## config.mk

```make
export PLATFORM = sky130hd
export DESIGN_NAME = uart_rx_csr
export DESIGN_NICKNAME = d
export VERILOG_FILES = /design/src/rtl/uart_rx_pkg.sv /design/src/rtl/uart_rx_ctrl.sv /design/src/rtl/uart_rx_dpath.sv /design/src/rtl/uart_rx_csr.sv
export SDC_FILE = /design/constraint.sdc
export NUM_CORES = 1
export LEC_CHECK = 0
export ABC_CLOCK_PERIOD_IN_PS = 2500
export BUFFER_PORTS_ARGS = -buffer_cell sky130_fd_sc_hd__buf_2
export CORE_UTILIZATION = 27
export DETAILED_ROUTE_END_ITERATION = 10
export GPL_TIMING_DRIVEN = 1
export MAX_ROUTING_LAYER = met4
export PLACE_DENSITY = 0.43
export SYNTH_ARGS = -nofsm -noshare
export SYNTH_HDL_FRONTEND = slang
export SYNTH_HIERARCHICAL = 1
export SYNTH_SLANG_ARGS = --single-unit
export TNS_END_PERCENT = 50
```

## constraint.sdc

```tcl
create_clock -name clk -period 2.5 [get_ports clk]
set_clock_uncertainty 0.2 [all_clocks]
set_input_delay 0.375 -clock clk [delete_from_list [all_inputs] [get_ports clk]]
set_output_delay 0.375 -clock clk [all_outputs]
set_load 0.05 [all_outputs]
```

## src/rtl/uart_rx_pkg.sv

```systemverilog
package uart_rx_pkg;
  localparam int REG_W = 8;

  localparam int CSR_RXEN   = 0;
  localparam int CSR_FULL   = 1;
  localparam int CSR_FRMERR = 2;
  localparam int CSR_OVRERR = 3;
  localparam int CSR_PARERR = 4;
  localparam int CSR_PARON  = 5;
  localparam int CSR_PSENSE = 6;

  localparam logic ADDR_CSR  = 1'b0;
  localparam logic ADDR_DATA = 1'b1;

  typedef enum logic [2:0] {
    ST_IDLE,
    ST_START,
    ST_DATA,
    ST_PAR,
    ST_STOP
  } rxState_t;

  typedef struct packed {
    logic dataShift;
    logic parCapture;
    logic frameDone;
  } rxStrobe_t;
endpackage

```

## src/rtl/uart_rx_ctrl.sv

```systemverilog
module uart_rx_ctrl
  import uart_rx_pkg::*;
#(
  parameter int OVERSAMPLE = 16,
  parameter int DATA_BITS  = 8
) (
  input  logic      clk,
  input  logic      rst_n,
  input  logic      sampleTick,
  input  logic      rxLine,
  input  logic      rxEnable,
  input  logic      parityOn,
  output rxStrobe_t strobe
);
  localparam int CNT_W = $clog2(OVERSAMPLE);
  localparam int IDX_W = $clog2(DATA_BITS);
  localparam logic [CNT_W-1:0] LAST_TICK = CNT_W'(OVERSAMPLE - 1);
  localparam logic [CNT_W-1:0] MID_TICK  = CNT_W'(OVERSAMPLE / 2 - 1);
  localparam logic [IDX_W-1:0] LAST_BIT  = IDX_W'(DATA_BITS - 1);

  rxState_t         state;
  logic [CNT_W-1:0] tickCnt;
  logic [IDX_W-1:0] bitIdx;
  logic             bitEnd;

  assign bitEnd = sampleTick && (tickCnt == LAST_TICK);

  always_comb begin
    strobe.dataShift  = (state == ST_DATA) && bitEnd;
    strobe.parCapture = (state == ST_PAR)  && bitEnd;
    strobe.frameDone  = (state == ST_STOP) && bitEnd;
  end

  always_ff @(posedge clk) begin
    if (!rst_n) begin
      state   <= ST_IDLE;
      tickCnt <= '0;
      bitIdx  <= '0;
    end else if (!rxEnable) begin
      state   <= ST_IDLE;
      tickCnt <= '0;
      bitIdx  <= '0;
    end else if (sampleTick) begin
      case (state)
        ST_IDLE: begin
          tickCnt <= '0;
          if (!rxLine) state <= ST_START;
        end
        ST_START: begin
          if (tickCnt == MID_TICK) begin
            tickCnt <= '0;
            bitIdx  <= '0;
            state   <= rxLine ? ST_IDLE : ST_DATA;
          end else begin
            tickCnt <= tickCnt + 1'b1;
          end
        end
        ST_DATA: begin
          if (tickCnt == LAST_TICK) begin
            tickCnt <= '0;
            if (bitIdx == LAST_BIT) state <= parityOn ? ST_PAR : ST_STOP;
            else bitIdx <= bitIdx + 1'b1;
          end else begin
            tickCnt <= tickCnt + 1'b1;
          end
        end
        ST_PAR: begin
          if (tickCnt == LAST_TICK) begin
            tickCnt <= '0;
            state   <= ST_STOP;
          end else begin
            tickCnt <= tickCnt + 1'b1;
          end
        end
        ST_STOP: begin
          if (tickCnt == LAST_TICK) begin
            tickCnt <= '0;
            state   <= ST_IDLE;
          end else begin
            tickCnt <= tickCnt + 1'b1;
          end
        end
        default: state <= ST_IDLE;
      endcase
    end
  end
endmodule

```

## src/rtl/uart_rx_dpath.sv

```systemverilog
module uart_rx_dpath
  import uart_rx_pkg::*;
#(
  parameter int DATA_BITS = 8
) (
  input  logic             clk,
  input  logic             rst_n,
  input  logic             rxLine,
  input  rxStrobe_t        strobe,
  input  logic             busAddr,
  input  logic             busWrEn,
  input  logic             busRdEn,
  input  logic [REG_W-1:0] busWrData,
  output logic [REG_W-1:0] busRdData,
  output logic [REG_W-1:0] statusWord,
  output logic [REG_W-1:0] dataWord,
  output logic             rxEnable,
  output logic             parityOn
);
  logic [DATA_BITS-1:0] shifter;
  logic [DATA_BITS-1:0] dataReg;
  logic parBit, paritySense;
  logic fullFlag, parErr, ovrErr, frmErr;
  logic csrWrite, dataRead, enableRise;
  logic accept, overrun, parityBad, stopBad;

  assign csrWrite   = busWrEn && (busAddr == ADDR_CSR);
  assign dataRead   = busRdEn && (busAddr == ADDR_DATA);
  assign enableRise = csrWrite && busWrData[CSR_RXEN] && !rxEnable;

  assign accept    = strobe.frameDone && !fullFlag;
  assign overrun   = strobe.frameDone && fullFlag;
  assign stopBad   = !rxLine;
  assign parityBad = parityOn && ((^{shifter, parBit}) ^ ~paritySense);

  always_ff @(posedge clk) begin
    if (!rst_n) begin
      shifter <= '0;
      parBit  <= 1'b0;
    end else begin
      if (strobe.dataShift)  shifter <= {rxLine, shifter[DATA_BITS-1:1]};
      if (strobe.parCapture) parBit  <= rxLine;
    end
  end

  always_ff @(posedge clk) begin
    if (!rst_n) begin
      dataReg     <= '0;
      fullFlag    <= 1'b0;
      rxEnable    <= 1'b0;
      parityOn    <= 1'b0;
      paritySense <= 1'b0;
      parErr      <= 1'b0;
      ovrErr      <= 1'b0;
      frmErr      <= 1'b0;
    end else begin
      if (csrWrite) begin
        rxEnable    <= busWrData[CSR_RXEN];
        parityOn    <= busWrData[CSR_PARON];
        paritySense <= busWrData[CSR_PSENSE];
      end

      if (accept) begin
        dataReg  <= shifter;
        fullFlag <= 1'b1;
      end else if (dataRead || enableRise) begin
        fullFlag <= 1'b0;
      end

      if (accept && parityBad) parErr <= 1'b1;
      else if (csrWrite && !busWrData[CSR_PARERR]) parErr <= 1'b0;

      if (overrun) ovrErr <= 1'b1;
      else if (csrWrite && !busWrData[CSR_OVRERR]) ovrErr <= 1'b0;

      if (accept && stopBad) frmErr <= 1'b1;
      else if (csrWrite && !busWrData[CSR_FRMERR]) frmErr <= 1'b0;
    end
  end

  always_comb begin
    statusWord              = '0;
    statusWord[CSR_RXEN]    = rxEnable;
    statusWord[CSR_FULL]    = fullFlag;
    statusWord[CSR_FRMERR]  = frmErr;
    statusWord[CSR_OVRERR]  = ovrErr;
    statusWord[CSR_PARERR]  = parErr;
    statusWord[CSR_PARON]   = parityOn;
    statusWord[CSR_PSENSE]  = paritySense;
    dataWord                = '0;
    dataWord[DATA_BITS-1:0] = dataReg;
    busRdData = (busAddr == ADDR_DATA) ? dataWord : statusWord;
  end
endmodule

```

## src/rtl/uart_rx_csr.sv

```systemverilog
module uart_rx_csr
  import uart_rx_pkg::*;
#(
  parameter int OVERSAMPLE = 16,
  parameter int DATA_BITS  = 8
) (
  input  logic       clk,
  input  logic       rst_n,
  input  logic       rxLine,
  input  logic       sampleTick,
  input  logic       busAddr,
  input  logic       busWrEn,
  input  logic       busRdEn,
  input  logic [7:0] busWrData,
  output logic [7:0] busRdData
);
  rxStrobe_t        strobe;
  logic [REG_W-1:0] statusWord;
  logic [REG_W-1:0] dataWord;
  logic             rxEnable;
  logic             parityOn;

  uart_rx_ctrl #(.OVERSAMPLE(OVERSAMPLE), .DATA_BITS(DATA_BITS)) ctrl (
    .clk(clk), .rst_n(rst_n), .sampleTick(sampleTick), .rxLine(rxLine),
    .rxEnable(rxEnable), .parityOn(parityOn), .strobe(strobe)
  );

  uart_rx_dpath #(.DATA_BITS(DATA_BITS)) dpath (
    .clk(clk), .rst_n(rst_n), .rxLine(rxLine), .strobe(strobe),
    .busAddr(busAddr), .busWrEn(busWrEn), .busRdEn(busRdEn),
    .busWrData(busWrData), .busRdData(busRdData),
    .statusWord(statusWord), .dataWord(dataWord),
    .rxEnable(rxEnable), .parityOn(parityOn)
  );
endmodule

```

==> flow_metrics.py <==
metrics = {
    "timing": {
        "hold_violations": 0,
        "period_minus_slack_ps": 1960,
        "setup_ws_ps": 539,
        "maxSlewViolCount": 0,
        "max_freq_mhz": 510,
        "final.setup.tns_ps": 0,
        "tightest_slew_ps": 497,
        "relSlewSlack_pct": 66.8,
        "rsz0062_at_grt": "no",
        "setup_viol": 0,
        "period_share_pct": 78.5,
    },
    "layout": {
        "final_net_count": 239,
        "areaGrowthSynthToFinish_pct": 14.3,
        "layout-drive-gt1-share_pct": 21.6,
        "design_area_um2": 2080,
        "insertedDiodeCount": 0,
        "final_cell_mix": "dfxtp_1 (34), nand2_1 (25), buf_2 (20)",
        "final_common_cell": "dfxtp_1",
    },
    "place": {
        "io_buffer_count": 20,
        "dpl.hpwl_mm": 2.81,
        "dpl_cell_area_um2": 1990,
        "dp_slack_ps": 544,
        "routabilityCongestion": 0.759,
    },
    "clocking": {
        "clk_pin_slew_ps": 70,
        "cts_made_buffers": 5,
        "ctsHtreeMaxLevel": 2,
        "ctsResizeCount": 0,
        "ctsHoldBuffers": 0,
        "cts.sinks": 34,
        "cts_tree": "done",
        "clock_path_buffers": 2,
        "cts-root-buf": "clkbuf_8",
        "postCtsSetupBuffers": 0,
        "clk_latency_ps": 290,
    },
    "setup_path": {
        "slowest_delay_ps": 420,
        "worst-endpoint-required_ps": 2510,
        "crit_path_cell_trace": "ha_1 -> ha_1 -> and4bb_1 -> o211ai_2 -> or4_1 -> a21oi_1",
        "critPathKind": "reg2reg",
        "path_delay_family": "simple AND/OR/NAND/NOR gates",
        "crit_start": "ctrl/bitIdx[0]$_SDFFE_PN0P_",
        "crit_top_cell": "ha_1",
        "start_kind": "flip-flop",
        "arrival_ps": 1970,
        "crit_path_end_kind": "flip-flop",
        "cp.buffers_inverters": 0,
        "slowest_stage": "or4_1",
        "critPathMaxFanout": 6,
        "r2r-start": "ctrl/bitIdx[0]$_SDFFE_PN0P_",
    },
    "detailed_routing": {
        "firstDrtPassIters": 7,
        "num_vias": 1466,
        "drc": 2,
        "wl_mm": 4.10,
        "drt_iter0_drc": 93,
        "viasPerCell": 4.90,
        "antenna_left": 0,
        "avgRoutedWirePerCell_um": 13.7,
    },
    "floorplan": {
        "core_area_um2": 6420,
        "die_h_um": 84.2,
        "num_io_pins": 23,
        "die-area_um2": 7090,
        "start_util_pct": 28.4,
        "num_rows": 29,
        "die_w_um": 84.2,
    },
    "global_route": {
        "grt_max_degree": 27,
        "antenna_found_initial": 0,
        "overflow": 0,
        "grt_pass1_wl_mm": 6.97,
        "grtUsageTotal_pct": 13.1,
        "first_global_vias": 1388,
    },
    "hold_path": {
        "hp-start": "busWrData[6]",
        "min_path_type": "in2reg",
    },
    "outcome": {
        "violations": "DRC",
        "status": "finished with violations",
    },
    "synth": {
        "syn_avg_cell_area_um2": 9.08,
        "syn-num-nets": 219,
        "synth_area_um2": 1820,
        "yosys_warnings": 6,
        "syn_inst": 201,
    },
    "pwr": {
        "p_leak_nw": 0.754,
        "peakVddDrop_uv": 158,
        "power.density_nw_per_um2": 497,
    },
    "run": {
        "drv_cap": 0,
    },
}
[state kept, by name, indices dropped and copies added, names as in the netlist, 3 cells and up]
register and flops:
ctrl/tickCnt 4, dpath/shifter 8, dpath/dataWord 8, ctrl/bitIdx 3, ctrl/state 3
[path summary, 6_finish.rpt]
path	endpoint	cells after the start	slack, ps
max reg2reg	ctrl/bitIdx[2]$_SDFFE_PN0P_	6	540
min	dpath/paritySense$_SDFFE_PN0N_	3	140
max	ctrl/bitIdx[2]$_SDFFE_PN0P_	6	540
min reg2reg	dpath/dataWord[7]$_SDFFE_PN0P_	2	260
[power by group]
| group | switching, mW | leakage, nW | internal (mW) |
|---|---|---|---|
| sequential | 0.00294 | 0.274 | 0.544 |
| combinational | 0.0339 | 0.433 | 0.0246 |
| clock | 0.210 | 0.0472 | 0.221 |
| total | 0.247 | 0.754 | 0.790 |
[layer usage]
metal  up-vias  part of all wire (%)  global-route usage [%]
li1        752                     -                       -
met1       685                    53                    17.5
met2        24                    42                    18.6
met4         0                   1.7                    4.86
met5         -                     0                       -
met3         5                   3.4                    3.64
[stage by stage]
| step | std cells | utilization, % | power (mW) | hold slack (ps) |
|---|---|---|---|---|
| after detailed placement | 291 | 31.0 | 0.619 | 256 |
| final | 299 | 32.5 | 1.04 | 138 |
| after floorplan | 201 | - | 0.595 | 236 |
| after global placement | 291 | 31.0 | 0.619 | 248 |
| after CTS | 299 | 32.5 | 1.05 | 131 |
| after global routing | 299 | 32.5 | 1.08 | 137 |
[worst register-to-register path: cells and delay by family, from the launching register on]
kind / cells / cell delay (ps)
AOI/OAI and AO/OA: 2 / 290
and+or+nand+nor: 2 / 700
DFF: 1 / 330
adders and majority gates: 2 / 390
[cell type report]
class                   instances  area (um^2)
well taps                      77         96.3
clock inverters                 2         12.5
multi-input cells             147         1040
repair buffers                 25          138
clock buffers                   6         82.6
flip-flops and latches         34          681
inverters                       8         30.0
fillers                       705         4340
(Power assumes the default switching activity.)
